<file path="config.mk">
export PLATFORM = sky130hd
export DESIGN_NAME = snoop_agent
export DESIGN_NICKNAME = d
export VERILOG_FILES = /design/src/rtl/snp_pkg.sv /design/src/rtl/snp_tag_ram.sv /design/src/rtl/snp_policy.sv /design/src/rtl/snp_wb_seq.sv /design/src/rtl/snoop_agent.sv
export SDC_FILE = /design/constraint.sdc
export NUM_CORES = 1
export LEC_CHECK = 0
export BUFFER_PORTS_ARGS = -buffer_cell sky130_fd_sc_hd__buf_4
export CAP_MARGIN = 20
export CORE_UTILIZATION = 30
export CTS_CLUSTER_SIZE = 12
export DETAILED_ROUTE_END_ITERATION = 12
export GPL_TIMING_DRIVEN = 0
export HOLD_SLACK_MARGIN = 0.1
export PLACE_DENSITY = 0.57
export SLEW_MARGIN = 20
export SYNTH_ARGS = -nofsm -noshare
export SYNTH_HDL_FRONTEND = slang
export SYNTH_SLANG_ARGS = --single-unit
</file>
<file path="constraint.sdc">
create_clock -name clk -period 8.8 [get_ports clk]
set_input_delay 0.88 -clock clk [delete_from_list [all_inputs] [get_ports clk]]
set_output_delay 0.88 -clock clk [all_outputs]
set_load 0.005 [all_outputs]
</file>
<file path="src/rtl/snp_pkg.sv">
package snp_pkg;
  typedef enum logic [1:0] {LS_I = 2'd0, LS_S = 2'd1, LS_E = 2'd2, LS_M = 2'd3} line_st_t;
  typedef enum logic [1:0] {TX_RD = 2'd0, TX_WR = 2'd1, TX_RDINV = 2'd2, TX_KILL = 2'd3} tx_t;
  typedef struct packed {
    logic     hit;
    logic     hitm;
    logic     err;
    logic     wr_arr;
    logic     need_wb;
    line_st_t nxt;
  } verdict_t;
endpackage

</file>
<file path="src/rtl/snp_tag_ram.sv">
module snp_tag_ram #(
  parameter int IDX_W = 4,
  parameter int ENT_W = 10
) (
  input  logic             clk,
  input  logic             we,
  input  logic [IDX_W-1:0] waddr,
  input  logic [ENT_W-1:0] wdata,
  input  logic             re,
  input  logic [IDX_W-1:0] raddr,
  output logic [ENT_W-1:0] rdata
);
  localparam int DEPTH = 1 << IDX_W;
  logic [ENT_W-1:0] mem [DEPTH];

  always_ff @(posedge clk) begin
    if (we) mem[waddr] <= wdata;
  end

  always_ff @(posedge clk) begin
    if (re) rdata <= mem[raddr];
  end
endmodule

</file>
<file path="src/rtl/snp_policy.sv">
module snp_policy
  import snp_pkg::*;
(
  input  tx_t      ty,
  input  line_st_t cur,
  input  logic     tag_eq,
  output verdict_t v
);
  logic present;
  assign present = tag_eq && (cur != LS_I);

  always_comb begin
    v     = '0;
    v.nxt = cur;
    if (present) begin
      unique case (ty)
        TX_RD: begin
          if (cur == LS_M) begin
            v.hitm = 1'b1; v.need_wb = 1'b1; v.nxt = LS_S;
          end else begin
            v.hit = 1'b1; v.wr_arr = (cur == LS_E); v.nxt = LS_S;
          end
        end
        TX_WR, TX_RDINV: begin
          if (cur == LS_M) begin
            v.hitm = 1'b1; v.need_wb = 1'b1; v.nxt = LS_I;
          end else begin
            v.wr_arr = 1'b1; v.nxt = LS_I;
          end
        end
        TX_KILL: begin
          if (cur == LS_S) begin
            v.wr_arr = 1'b1; v.nxt = LS_I;
          end else begin
            v.err = 1'b1;
          end
        end
        default: v = '0;
      endcase
    end
  end


  always_comb begin
    kill_safe_chk: assert (!(v.err && (v.wr_arr || v.need_wb)));
  end
endmodule

</file>
<file path="src/rtl/snp_wb_seq.sv">
module snp_wb_seq #(
  parameter int IDX_W = 4,
  parameter int BEATS = 4,
  localparam int BEAT_W = (BEATS > 1) ? $clog2(BEATS) : 1
) (
  input  logic              clk,
  input  logic              rst,
  input  logic              start,
  input  logic [IDX_W-1:0]  start_idx,
  input  logic              go,
  input  logic              wb_ready,
  output logic              wb_valid,
  output logic [BEAT_W-1:0] wb_beat,
  output logic [IDX_W-1:0]  wb_idx,
  output logic              done
);
  localparam logic [BEAT_W-1:0] LAST = BEAT_W'(BEATS - 1);
  typedef enum logic [1:0] {W_IDLE, W_WAIT, W_SEND} wst_t;
  wst_t wst;

  always_ff @(posedge clk) begin
    if (rst) begin
      wst      <= W_IDLE;
      wb_valid <= 1'b0;
      wb_beat  <= '0;
      wb_idx   <= '0;
    end else begin
      unique case (wst)
        W_IDLE: if (start) begin
          wb_idx <= start_idx;
          wst    <= W_WAIT;
        end
        W_WAIT: if (go) begin
          wst      <= W_SEND;
          wb_valid <= 1'b1;
          wb_beat  <= '0;
        end
        W_SEND: if (wb_valid && wb_ready) begin
          if (wb_beat == LAST) begin
            wb_valid <= 1'b0;
            wst      <= W_IDLE;
          end else begin
            wb_beat <= wb_beat + 1'b1;
          end
        end
        default: wst <= W_IDLE;
      endcase
    end
  end

  assign done = (wst == W_SEND) && wb_valid && wb_ready && (wb_beat == LAST);


  wb_hold_chk: assert property (@(posedge clk) disable iff (rst)
    (wb_valid && !wb_ready) |=> (wb_valid && $stable(wb_beat)));

  wb_after_go_chk: assert property (@(posedge clk) disable iff (rst)
    $rose(wb_valid) |-> $past(go));
endmodule

</file>
<file path="src/rtl/snoop_agent.sv">
module snoop_agent
  import snp_pkg::*;
#(
  parameter int ADDR_W = 12,
  parameter int IDX_W  = 4,
  parameter int DATA_W = 64,
  parameter int BEATS  = 4,
  localparam int BEAT_W = (BEATS > 1) ? $clog2(BEATS) : 1
) (
  input  logic              clk,
  input  logic              rst,
  input  logic              snp_req,
  input  logic [1:0]        snp_type,
  input  logic [ADDR_W-1:0] snp_addr,
  output logic              snp_rdy,
  output logic              rpt_vld,
  output logic              rpt_hit,
  output logic              rpt_hitm,
  output logic              rpt_err,
  input  logic              fill_we,
  input  logic [ADDR_W-1:0] fill_addr,
  input  logic [1:0]        fill_state,
  input  logic              wb_go,
  output logic              wb_valid,
  input  logic              wb_ready,
  output logic [DATA_W-1:0] wb_data,
  output logic [BEAT_W-1:0] wb_beat,
  output logic [IDX_W-1:0]  wb_idx,
  input  logic [DATA_W-1:0] dat_rdata
);
  localparam int TAG_W = ADDR_W - IDX_W;
  localparam int ENT_W = TAG_W + 2;
  localparam int DEPTH = 1 << IDX_W;
  localparam logic [IDX_W-1:0] CLR_LAST = IDX_W'(DEPTH - 1);

  typedef enum logic [1:0] {A_INIT, A_IDLE, A_LOOK, A_WB} ast_t;
  ast_t st;

  logic [IDX_W-1:0] clr_cnt;
  logic [IDX_W-1:0] q_idx;
  logic [TAG_W-1:0] q_tag;
  tx_t              q_ty;
  line_st_t         held_nxt;

  logic             ram_we;
  logic [IDX_W-1:0] ram_waddr;
  logic [ENT_W-1:0] ram_wdata;
  logic             ram_re;
  logic [ENT_W-1:0] ram_rdata;

  verdict_t         vd;
  logic             wb_start;
  logic             wb_done;
  logic             tag_eq;
  line_st_t         cur_st;

  assign snp_rdy = (st == A_IDLE);
  assign ram_re  = snp_req && (st == A_IDLE);
  assign cur_st  = line_st_t'(ram_rdata[1:0]);
  assign tag_eq  = (ram_rdata[ENT_W-1:2] == q_tag);

  always_comb begin
    ram_we    = 1'b0;
    ram_waddr = q_idx;
    ram_wdata = {q_tag, 2'(LS_I)};
    unique case (st)
      A_INIT: begin
        ram_we    = 1'b1;
        ram_waddr = clr_cnt;
        ram_wdata = {{TAG_W{1'b0}}, 2'(LS_I)};
      end
      A_LOOK: begin
        ram_we    = vd.wr_arr;
        ram_wdata = {q_tag, 2'(vd.nxt)};
      end
      A_WB: begin
        ram_we    = wb_done;
        ram_wdata = {q_tag, 2'(held_nxt)};
      end
      default: begin
        ram_we    = fill_we;
        ram_waddr = fill_addr[IDX_W-1:0];
        ram_wdata = {fill_addr[ADDR_W-1:IDX_W], fill_state};
      end
    endcase
  end

  snp_tag_ram #(.IDX_W(IDX_W), .ENT_W(ENT_W)) u_ram (
    .clk   (clk),
    .we    (ram_we),
    .waddr (ram_waddr),
    .wdata (ram_wdata),
    .re    (ram_re),
    .raddr (snp_addr[IDX_W-1:0]),
    .rdata (ram_rdata)
  );

  snp_policy u_pol (
    .ty     (q_ty),
    .cur    (cur_st),
    .tag_eq (tag_eq),
    .v      (vd)
  );

  assign wb_start = (st == A_LOOK) && vd.need_wb;

  snp_wb_seq #(.IDX_W(IDX_W), .BEATS(BEATS)) u_wb (
    .clk       (clk),
    .rst       (rst),
    .start     (wb_start),
    .start_idx (q_idx),
    .go        (wb_go),
    .wb_ready  (wb_ready),
    .wb_valid  (wb_valid),
    .wb_beat   (wb_beat),
    .wb_idx    (wb_idx),
    .done      (wb_done)
  );

  assign wb_data = dat_rdata;

  always_ff @(posedge clk) begin
    if (rst) begin
      st       <= A_INIT;
      clr_cnt  <= '0;
      q_idx    <= '0;
      q_tag    <= '0;
      q_ty     <= TX_RD;
      held_nxt <= LS_I;
      rpt_vld  <= 1'b0;
      rpt_hit  <= 1'b0;
      rpt_hitm <= 1'b0;
      rpt_err  <= 1'b0;
    end else begin
      rpt_vld  <= 1'b0;
      rpt_hit  <= 1'b0;
      rpt_hitm <= 1'b0;
      rpt_err  <= 1'b0;
      unique case (st)
        A_INIT: begin
          clr_cnt <= clr_cnt + 1'b1;
          if (clr_cnt == CLR_LAST) st <= A_IDLE;
        end
        A_IDLE: if (snp_req) begin
          q_idx <= snp_addr[IDX_W-1:0];
          q_tag <= snp_addr[ADDR_W-1:IDX_W];
          q_ty  <= tx_t'(snp_type);
          st    <= A_LOOK;
        end
        A_LOOK: begin
          rpt_vld  <= 1'b1;
          rpt_hit  <= vd.hit;
          rpt_hitm <= vd.hitm;
          rpt_err  <= vd.err;
          held_nxt <= vd.nxt;
          st       <= vd.need_wb ? A_WB : A_IDLE;
        end
        A_WB: if (wb_done) st <= A_IDLE;
        default: st <= A_IDLE;
      endcase
    end
  end


  rpt_timing_chk: assert property (@(posedge clk) disable iff (rst)
    rpt_vld |-> $past(st == A_LOOK));

  rpt_excl_chk: assert property (@(posedge clk) disable iff (rst)
    rpt_vld |-> !(rpt_hit && rpt_hitm));

  rpt_quiet_chk: assert property (@(posedge clk) disable iff (rst)
    !rpt_vld |-> !(rpt_hit || rpt_hitm || rpt_err));

  err_no_hit_chk: assert property (@(posedge clk) disable iff (rst)
    rpt_err |-> !(rpt_hit || rpt_hitm));

  busy_in_wb_chk: assert property (@(posedge clk) disable iff (rst)
    wb_valid |-> !snp_rdy);

  init_busy_chk: assert property (@(posedge clk) disable iff (rst)
    (st == A_INIT) |-> !snp_rdy && !rpt_vld);
endmodule

</file>
* Word level (Yosys, flattened, before mapping) *
Memory sizes are Yosys's and may differ from the RTL's. A register that Yosys moved wholly into a read port is not among the register bits.
Cells that the tools add are included.

cells by class
  add/subtract/negate cells = 2
  multipliers = 0
  div/mod/pow operators = 0
  magnitude comparators = 0
  equal/unequal tests = 22
  shift-type cells = 0
  multiplexer cells = 34
  bitwise gates (word level) = 4
  reductions and logical operators = 24

operators with widths
  cell                 count
  $pmux 10 s3          1
  $mux 2               12
  $eq 2x2->1 const B   8
  $mux 1               12
  $ne 2x2->1 const B   6
  $pmux 2 s3           2
  $reduce_and 4->1     3
  $eq 2x1->1 const B   4
  $eq 8x8->1           1
  $pmux 2 s4           1
  $pmux 4 s2           1
  $reduce_or 4->1      2
  $logic_and 1x1->1    7
  $logic_not 2->1      3
  $pmux 1 s3           2
  $reduce_or 3->1      2
  $add 4x1->4 const B  1
  $eq 4x4->1 const B   1
  $mux 4               1
  $ne 2x1->1 const B   2
  $not 1->1            4
  $pmux 2 s2           1
  $reduce_and 2->1     2
  $reduce_bool 2->1    2
  4 further kinds      5

storage, ports and cells
  register bits after elaboration = 35
  bits in latches = 0
  bits in writable memories = 160
  bits in read-only memories = 0
  input port bits = 98
  output and inout port bits = 76
  logic and storage cells = 101
  memories = 1

memory list
  memory     depth  bits a word  rd ports  clocked after memory_dff  wr ports  line               text
  u_ram.mem  16     10           1         1                         1         snp_tag_ram.sv:14  logic [ENT_W-1:0] mem [DEPTH];

* Longest topological paths before layout *
Gate-level depths: netlist of the first run.

  word-level depth = 7
  depth in mapped cells = 9
  gate-level depth less buffers = 7

* By module *
Synthesis of the first run repeated with hierarchy kept, for this count alone.

unflattened totals
  cell total of the unflattened synthesis = 581
  area total of the unflattened synthesis = 8843.5 µm²

by module, submodules not included
  module       times used  cells an instance  area an instance (µm²)  sequential area each (µm²)
  snp_tag_ram  1           279                6453.7                  5104.9
  snoop_agent  1           242                1840.5                  520.5
  snp_wb_seq   1           40                 395.4                   180.2
  snp_policy   1           20                 153.9                   0.0

* Worst setup path after synthesis of the first run *
No wires, ideal clock.

  path kind = register to register
  start = register st[0]
  end = memory u_ram.mem[2][0] (enable)
  setup time = 408 ps
  data arrival time = 2812 ps
  data required time = 8392 ps
  slack = 5581 ps
  stages on the path, launching flop included = 8
  path buffers = 1
  clock period less this slack = 3219 ps
  cell sequence = dfxtp_1 -> inv_1 -> ha_1 -> or2_1 -> buf_2 -> a22o_1 -> o32ai_1 -> nor4b_1

on the way
  word-level cells in the longest chain between the ends = 4
  elaborated cells on any way between the ends = 8
  those cells by class = eq/ne: 2; mux: 4; reduce/logical: 2

ends and longest elaborated chain
  item                                                  line                text
  start, declared                                       snoop_agent.sv:37   ast_t st;
  start signal, assigned                                snoop_agent.sv:156  st <= vd.need_wb ? A_WB : A_IDLE;
  $eq 2x2->1 / $logic_not 2->1 (equally long branches)  snoop_agent.sv:66   unique case (st)
  $pmux 1 s3                                            snoop_agent.sv:66
  $mux 1                                                snp_tag_ram.sv:17   if (we) mem[waddr] <= wdata;
  $mux 1 (implied by the code)                          snp_tag_ram.sv:17
  end, declared                                         snp_tag_ram.sv:14

Parallel ways exist; a longest one is shown, timed or not.

* Final worst setup path of the first run *
  start = register st[0]
  end = memory u_ram.mem[14][8] (enable)

Same word-level chain as after synthesis.

==> impl_metrics.csv, run 1 <==
group,metric,value,unit
clock_network,cts_tree,"built",
yosys,synth-edff-count,170,
finish,design_area,11200,um^2
yosys,synth_seq_cells,205,
placed_design,place_inst,1091,
floorplanning,die_h,174,um
global_route,track_usage,14.8,%
yosys,yosysMostFrequentCell,"edfxtp_1",
clock_network,cts_root_buf,"clkbuf_16",
yosys,synth_top_area_share,57.3,%
finish,drive_above_1_share,42.5,%
worst_setup_path,cp.arrival,3.49,ns
clock_network,cts-buffers-inserted,23,
sta,finalSetupViolCount,0,
clock_network,clock-sinks,205,
route,wl,22.8,mm
floorplanning,initial_core_util,30.8,%
yosys,synth.avg_cell_area,15.7,um^2
worst_setup_path,path_class,"register to register",
route,drc_errors,0,
route,dr_wl_met3,1.57,mm
route,firstDrtPassIters,5,
worst_setup_path,critical_path_required,9.03,ns
global_route,grt_max_degree,20,
worst_setup_path,worstSetupEndpointType,"register",
sta,fin_crit,3.26,ns
yosys,synth.yosys.warnings,0,
clock_network,cts_buffer_depth,3,
route,met1_length,9.25,mm
floorplanning,fp-row-count,62,
route,dr.first_iter.drc_count,386,
route,drtAntennaViolNets,0,
worst_setup_path,cp_num_buf_inv,5,
route,dr.max_layer_used,"met4",
run_status,status,"finished, final reports clean",
yosys,ys_top_cells_by_area,"edfxtp_1 57%, mux4_2 13%, dfxtp_1 7.9%, buf_4 5.4%, nand2_1 2.4%",
route,met2_length,11.4,mm
global_route,grt_pass1_vias,5285,
worst_setup_path,critical_path.top_delay_family,"simple AND/OR/NAND/NOR gates",
route,routedWlPerCell,20.1,um
worst_setup_path,path_max_fanout,10,
placed_design,portBuffers,106,
sta,setup-tns-final,0,ns
yosys,yosys.area.top_type,"edfxtp_1",
worst_setup_path,start_kind,"register",
clock_network,cts_resized,0,
placed_design,dp_hpwl,16.9,mm
sta,fin_crit_sh,37.0,%
sta,max_freq,0.307,GHz
clock_network,postCtsSetupRepairBufs,0,
global_route,antenna_found_initial,0,
clock_network,insertion_delay,0.52,ns
floorplanning,core_area,28900,um^2
yosys,syn_area,8910,um^2
floorplanning,dieArea,30400,um^2
sta,drv_slew,0,
clock_network,h-tree-depth,1,
sta,rsz0062_at_grt,"false",
min_path,worstHoldPathType,"register to register",
yosys,dominantRegCellSynth,"edfxtp_1",
pwr,totalPowerFinal,2.34,mW
finish,n_antenna_cell,0,
finish,nets,841,
pwr,vdd_drop_max,0.000120,V
worst_setup_path,crit_chain,"inv_1, ha_1, or2_1, buf_2, buf_2, a22oi_1, nor3_1, a31oi_1, nor4_2, buf_4, buf_4",
yosys,synthCells,568,
pwr,power_density,208,nW/um^2
flow_run,cap_viol_max_count,0,
finish,stdcell_count,1133,
worst_setup_path,max_stage_delay,0.66,ns
sta,tightest_slew,1.08,ns
finish,areaGrowthSynthToFinish,26.1,%
sta,relSlewSlack,28.2,%
sta,fin_worst_skew,0.0153,ns
yosys,synth_nets,677,
floorplanning,ios,174,
pwr,cellLeakagePower,4.12,nW
yosys,synthArstFlopShare,0,%
yosys,yosysSeqAreaShare,65.1,%
floorplanning,die_w,174,um
sta,hold_viol_final,0,
global_route,grt_pass1_wl,32.9,mm
global_route,grt_overflow,0,
clock_network,hold_buffers,0,
worst_setup_path,cp_slowest_cell,"nor4_2",
route,route.detailed.vias_per_inst,4.77,
yosys,synth.distinct_cells,46,
placed_design,gp_congestion,0.780,
yosys,ys_top_cells_by_count,"170 x edfxtp_1, 64 x buf_4, 56 x nand2_1, 50 x mux4_2, 35 x dfxtp_1",
placed_design,place_area,10500,um^2
clock_network,cts.reportedPaths.clkPinSlew,0.06,ns
route,vias,5406,
==> sequential cells by signal, summed over array words and instances, names as in the netlist <==
signal / cells
u_ram.rdata: 10
clr_cnt: 4
u_ram.mem: 160
rpt_err: 1
st: 2
q_idx: 4
u_wb.wst: 2
q_ty: 2
rpt_hitm: 1
held_nxt: 2
u_wb.wb_beat: 2
u_wb.wb_idx: 4
u_wb.wb_valid: 1
rpt_hit: 1
q_tag: 8
rpt_vld: 1
==> per-layer routing <==
layer  up-vias  global-route usage [%]
li1       2442                       -
met1      2677                    19.1
met2       253                    25.8
met3        34                    2.19
met4         0                    3.91
met5         -                       0
==> metrics by stage <==
stage,setup WS [ns],hold slack (ns),util (%)
final,5.54,0.465,38.9
after detailed placement,5.57,0.460,36.4
after CTS,5.55,0.469,38.8
after global placement,4.10,0.460,35.2
after floorplan,5.58,0.438,-
after global routing,5.30,0.510,38.9
==> power breakdown <==
| group | total (mW) | internal (mW) | switching (mW) |
|---|---|---|---|
| combinational | 0.300 | 0.136 | 0.164 |
| sequential | 1.14 | 1.13 | 0.0188 |
| clock | 0.892 | 0.522 | 0.370 |
==> cells in the final DEF, fill, tap and decap left out, drive strengths merged, types with 3 or more instances in the layout <==
master	count
mux2i	8
nor4	11
a22o	4
clkinv	3
a21oi	21
nor2	18
nor3	8
o21ai	15
edfxtp	170
nand4	3
nor3b	4
xor2	10
dfxtp	35
mux4	50
a22oi	5
buf	218
a31oi	5
nand2	56
nand3	4
inv	10
nor4b	3
clkbuf	48
ha	11
nor2b	6
==> final cells by class <==
class	instances	area (um^2)
plain buffers	91	618
fillers	2655	17700
flip-flops and latches	205	5810
clock buffers	37	668
clock inverters	5	41.3
multi-input cells	263	2570
repair buffers	139	1020
inverters	9	33.8
well taps	384	480
==> logic make-up after synthesis <==
| kind of cell | share of synthesized area, % |
|---|---|
| AOI/OAI and AO/OA | 4.36 |
| DFF | 65.1 |
| adders and majority gates | 1.54 |
| xor gates and xnor gates | 1.08 |
| and+or+nand+nor | 7.06 |
| buffers and inverters | 7.30 |
| muxes | 13.5 |
==> path summary, 6_finish.rpt <==
path,start,end,slack [ns],depth (start not counted)
setup / recovery,st[0],u_ram.mem[14][8],5.54,11
hold reg to reg,u_wb.wst[1],u_wb.wst[0],0.47,1
setup reg to reg,st[0],u_ram.mem[14][8],5.54,11
hold / removal,u_wb.wst[1],u_wb.wst[0],0.47,1
(Power assumes the default switching activity.)
==> run 2: changes to the inputs <==
==> constraint.sdc (replaced) <==
create_clock -name clk -period 3 [get_ports clk]
set_input_delay 0.3 -clock clk [delete_from_list [all_inputs] [get_ports clk]]
set_output_delay 0.3 -clock clk [all_outputs]
set_load 0.005 [all_outputs]
==> run 2 against run 1 <==
Combinational power rose to 3.3 times the previous value. First-iteration DRC count grew 2.3%. Clock-buffer cell count fell by 4. Fmax is 12% higher. Die area stayed put. Total power grew to 3.0 times the previous value. Cell area grew 3.2%. Clock power rose to 2.9 times the previous value. Largest cell class unchanged. Highest routed layer unchanged.
==> impl_metrics.csv, run 2 (synthesis gave the netlist of run 1 again) <==
group,metric,value,unit
pwr,p_comb_share,14.2,%
global_route,grt_overflow,0,
sta,hold_viol_final,0,
worst_setup_path,worstSetupEndpointType,"register",
route,dr.max_layer_used,"met4",
clock_network,cts-buffers-inserted,22,
sta,fin_crit,2.92,ns
worst_setup_path,r2r_cells,8,
route,routedWlPerCell,19.8,um
min_path,hold_start,"wb_ready",
worst_setup_path,reg2reg_to,"u_ram.mem[8][9]",
sta,max_freq,0.343,GHz
clock_network,cts_buffer_depth,3,
pwr,p_int,5.28,mW
route,wl,22.8,mm
worst_setup_path,path_class,"register to register",
floorplanning,die_w,174,um
finish,stdcell_count,1152,
route,dr_wl_met3,1.62,mm
floorplanning,ios,174,
finish,final_cell_mix,"195 x buf_4, 170 x edfxtp_1, 56 x nand2_1",
sta,drv_slew,0,
floorplanning,initial_core_util,30.8,%
global_route,track_usage,14.6,%
route,dr.first_iter.drc_count,395,
min_path,holdPathEnd,"u_wb.wst[1]",
floorplanning,die_h,174,um
route,route.detailed.vias_per_inst,4.76,
finish,fillerInstances,2590,
placed_design,gp_congestion,0.790,
pwr,clkPwrFrac,37.3,%
placed_design,dp_slack,-0.208,ns
placed_design,dp_hpwl,16.3,mm
clock_network,h-tree-depth,1,
clock_network,cts_tree,"built",
min_path,worstHoldPathType,"input pin to register",
finish,areaGrowthSynthToFinish,30.1,%
worst_setup_path,start_kind,"register",
floorplanning,fp-row-count,62,
worst_setup_path,path_max_fanout,9,
min_path,min_delay_path_depth,4,
finish,fin_util,40.1,%
pwr,seq_power_share,48.5,%
finish,largest_reg_flops,160,
global_route,grt_pass1_wl,32.9,mm
sta,fin_worst_skew,0.0206,ns
route,met1_length,9.53,mm
route,met2_length,11.2,mm
finish,final-seq-area,5810,um^2
sta,finalSetupViolCount,0,
floorplanning,dieArea,30400,um^2
clock_network,cts.reportedPaths.clkPinSlew,0.06,ns
sta,tightest_slew,1.05,ns
worst_setup_path,critical_path_required,3.21,ns
sta,setup_slack,0.0832,ns
finish,final_common_cell,"buf_4",
worst_setup_path,cp.arrival,3.12,ns
finish,n_antenna_cell,0,
pwr,cellLeakagePower,4.25,nW
pwr,vdd_drop_max,0.000283,V
pwr,swShare,23.8,%
clock_network,insertion_delay,0.51,ns
pwr,power_density,597,nW/um^2
global_route,grt_pass1_vias,5342,
worst_setup_path,crit_chain,"inv_1, ha_2, or2_1, buf_2, a22o_1, o32a_2, nor3_2, buf_4",
floorplanning,core_area,28900,um^2
worst_setup_path,r2r_slack,0.08,ns
flow_run,cap_viol_max_count,0,
finish,drive_above_1_share,43.1,%
clock_network,clock-sinks,205,
finish,largest_registers,"u_ram.mem: 160 flops, u_ram.rdata: 10 flops, q_tag: 8 flops",
route,firstDrtPassIters,5,
clock_network,cts_root_buf,"clkbuf_16",
placed_design,place_inst,1086,
pwr,p_switching,1.65,mW
route,drc_errors,0,
run_status,status,"finished, final reports clean",
sta,relSlewSlack,30.2,%
worst_setup_path,max_stage_delay,0.53,ns
worst_setup_path,cp_slowest_cell,"nor3_2",
route,vias,5486,
sta,rsz0062_at_grt,"true",
global_route,antenna_found_initial,0,
worst_setup_path,r2r_start,"st[0]",
placed_design,portBuffers,106,
route,drtAntennaViolNets,0,
finish,nets,861,
global_route,grt_max_degree,20,
finish,multiInputGateArea,2710,um^2
sta,fin_crit_sh,97.2,%
finish,largest-register,"u_ram.mem",
-- run 2: layout make-up --
| type | count | area share (%) |
|---|---|---|
| buffer | 91 | 5.35 |
| clock inverter | 7 | 0.561 |
| multi-input combinational | 263 | 23.4 |
| inverter | 9 | 0.291 |
| clock buffer | 33 | 5.36 |
| tap | 384 | 4.14 |
| timing repair buffer | 160 | 10.9 |
| sequential | 205 | 50.0 |
-- run 2: worst max-delay path by stage --
stage,startpoint,to,slack (ns),cells after the start
6_report,st[0],u_ram.mem[8][9],0.08,8
5_1_grt,st[0],u_ram.mem[0][1],-0.03,8
3_5_place_dp,st[0],u_ram.mem[13][7],-0.21,9
2_1_floorplan,st[0],u_ram.mem[10][0],-0.13,7
3_3_place_gp,st[0],u_ram.mem[13][7],-1.59,8
4_1_cts,st[0],u_ram.mem[9][9],0.005,10
-- run 2: routing by layer --
layer / vias to the layer above / GRT usage, %
met3: 35 / 2.89
met4: 0 / 3.58
met2: 253 / 24.9
met1: 2708 / 19.1
met5: - / 0
li1: 2490 / -
-- run 2: power groups by stage --
stage | Clock (mW) | Sequential (mW) | Combinational, mW
CTS | 2.63 | 3.36 | 0.957
finish | 2.58 | 3.36 | 0.984
detailed placement | 0 | 3.42 | 0.887
global route | 2.75 | 3.37 | 1.05
floorplan | 0 | 3.40 | 0.506
global placement | 0 | 3.42 | 0.805
-- run 2: timing repair --
action                                 4_1_cts  5_1_grt
cloned                                       0        0
pin swaps                                    1        5
hold buffers                                11        0
endpoints found under the hold margin       12        0
resized for setup                            7       15
setup endpoints to repair                   76       92
setup buffers                                4       11
-- run 2: worst max-delay path, delay by kind of cell (launching register included) --
family                   cells  cell delay (ns)
AO/OA/AOI/OAI                2             0.65
adder cells (fa/ha/maj)      1             0.26
buffers and inverters        3             0.53
flip-flops                   1             0.40
AND/OR/NAND/NOR              2             0.79
-- run 2: through the flow --
step	total power, mW	cell area (um^2)	hold slack, ns	setup TNS [ns]
final	6.92	11600	0.130	0
after global routing	7.17	11600	0.137	-0.287
after CTS	6.94	11400	0.117	0
after detailed placement	4.31	10500	0.466	-5.21
after global placement	4.23	10200	0.463	-210.55
after floorplan	3.91	8930	0.436	-5.96
==> run 3: changes to the inputs <==
--- a/config.mk
+++ b/config.mk
@@ -7,12 +7,13 @@
 export LEC_CHECK = 0
 export BUFFER_PORTS_ARGS = -buffer_cell sky130_fd_sc_hd__buf_4
 export CAP_MARGIN = 20
-export CORE_UTILIZATION = 30
+export CORE_UTILIZATION = 34
 export CTS_CLUSTER_SIZE = 12
 export DETAILED_ROUTE_END_ITERATION = 12
 export GPL_TIMING_DRIVEN = 0
 export HOLD_SLACK_MARGIN = 0.1
-export PLACE_DENSITY = 0.57
+export PLACE_DENSITY = 0.62
+export SKIP_CTS_REPAIR_TIMING = 1
 export SLEW_MARGIN = 20
 export SYNTH_ARGS = -nofsm -noshare
 export SYNTH_HDL_FRONTEND = slang
==> run 3 against run 2 <==
Via count increased by 0.49%. Sequential power barely moved. Register-to-register slack about the same. Global-route usage is 2.0 points higher. Critical path depth increased by 1. Clock-buffer cell count rose by 2. Final cell count is 5.2% lower. Cell area is 1.9% lower. Sequential cell count is the same. Largest cell class unchanged.
==> impl_metrics.csv, run 3 (synthesis gave the netlist of run 1 again) <==
group,metric,value,unit
worst_setup_path,cp_slowest_cell,"o32a_2",
placed_design,dp_hpwl,16.6,mm
sta,fin_worst_skew,0.0121,ns
finish,multiInputGateArea,2640,um^2
finish,final_cell_mix,"188 x buf_4, 170 x edfxtp_1, 56 x nand2_1",
global_route,grt_max_degree,20,
global_route,grt_pass1_vias,5185,
worst_setup_path,critical_path_required,3.21,ns
pwr,totalPowerFinal,6.82,mW
clock_network,cts-buffers-inserted,22,
finish,final-seq-area,5810,um^2
route,firstDrtPassIters,5,
route,drc_errors,0,
worst_setup_path,cp.arrival,3.12,ns
sta,rsz0062_at_grt,"true",
sta,finalSetupViolCount,0,
worst_setup_path,path_common_cell,"buf_2",
finish,largest_registers,"u_ram.mem: 160 flops, u_ram.rdata: 10 flops, q_tag: 8 flops",
sta,setup-tns-final,0,ns
clock_network,cts_tree,"built",
clock_network,cts_root_buf,"clkbuf_16",
finish,fillerInstances,2256,
finish,areaGrowthSynthToFinish,27.6,%
min_path,worstHoldPathType,"input pin to register",
global_route,antenna_found_initial,0,
pwr,power_density,600,nW/um^2
pwr,vdd_drop_max,0.000290,V
worst_setup_path,max_stage_delay,0.46,ns
route,route.detailed.vias_per_inst,5.05,
worst_setup_path,start_kind,"register",
floorplanning,fp-row-count,58,
finish,largest-register,"u_ram.mem",
finish,drive_above_1_share,43.4,%
worst_setup_path,cp_num_buf_inv,4,
clock_network,cts.reportedPaths.clkPinSlew,0.06,ns
floorplanning,initial_core_util,35.0,%
route,wl,22.7,mm
route,vias,5513,
sta,tightest_slew,0.854,ns
finish,largest_reg_flops,160,
finish,final_common_cell,"buf_4",
worst_setup_path,critical_path.top_delay_family,"buffers and inverters",
sta,fin_crit,2.92,ns
sta,setup_slack,0.0808,ns
floorplanning,core_area,25500,um^2
global_route,track_usage,16.7,%
worst_setup_path,r2r_slack,0.08,ns
floorplanning,die_h,164,um
sta,drv_slew,0,
sta,max_freq,0.343,GHz
route,drtAntennaViolNets,0,
sta,hold_viol_final,0,
sta,relSlewSlack,43.1,%
sta,holdWs,0.0927,ns
global_route,grt_pass1_wl,32.2,mm
floorplanning,dieArea,26900,um^2
worst_setup_path,path_class,"register to register",
finish,stdcell_count,1092,
clock_network,clock-sinks,205,
finish,nets,854,
worst_setup_path,path_max_fanout,9,
clock_network,insertion_delay,0.51,ns
sta,fin_crit_sh,97.3,%
floorplanning,die_w,164,um
placed_design,dp_slack,-0.0851,ns
floorplanning,ios,174,
flow_run,cap_viol_max_count,0,
placed_design,gp_congestion,0.773,
worst_setup_path,worstSetupEndpointType,"register",
placed_design,portBuffers,106,
global_route,grt_overflow,0,
placed_design,place_inst,1033,
worst_setup_path,crit_chain,"inv_1, ha_4, or2_1, buf_2, a22o_1, o32a_2, nor4_2, buf_4, buf_2",
clock_network,cts_buffer_depth,3,
pwr,cellLeakagePower,4.21,nW
clock_network,h-tree-depth,1,
run_status,status,"finished, final reports clean",
route,dr.first_iter.drc_count,444,
route,routedWlPerCell,20.8,um
[run 3: metrics by stage]
stage                     util [%]  cell area, um^2
after detailed placement      41.0            10400
after global placement        39.8            10100
after floorplan                  -             8930
after global routing          44.7            11400
after CTS                     43.6            11100
final                         44.7            11400
[run 3: worst paths after layout]
path,from,end,cells past startpoint
max,st[0],u_ram.mem[5][6],9
min reg2reg,u_wb.wst[1],u_wb.wst[0],1
max reg2reg,st[0],u_ram.mem[5][6],9
min,snp_addr[4],q_tag[0],3
[run 3: per-layer routing]
layer / share of wire, % / vias to the layer above / routed length, um / GRT usage [%]
li1: - / 2471 / - / -
met1: 40 / 2746 / 9080 / 21.4
met4: 2.3 / 0 / 523 / 4.97
met3: 7.2 / 36 / 1630 / 2.35
met2: 50 / 260 / 11400 / 29.2
met5: 0 / - / 0 / 0
[run 3: worst min-delay path, stage by stage]
cell and delay [ns]:
buf_4 0.12, nand2_1 0.06, a21oi_1 0.06
[run 3: power by group]
part	leakage [nW]	internal, mW	switching, mW
Clock	0.327	1.44	1.08
Sequential	1.88	3.30	0.0565
Combinational	2.00	0.453	0.498
[run 3: layout make-up]
cell class / instances / area share, %
Sequential cell: 205 / 51.0
Multi-Input combinational cell: 263 / 23.2
Timing Repair Buffer: 153 / 10.5
Clock buffer: 35 / 5.53
Buffer: 91 / 5.48
Tap cell: 330 / 3.63
Clock inverter: 5 / 0.319
Inverter: 9 / 0.297
Antenna cell: 1 / 0.0220
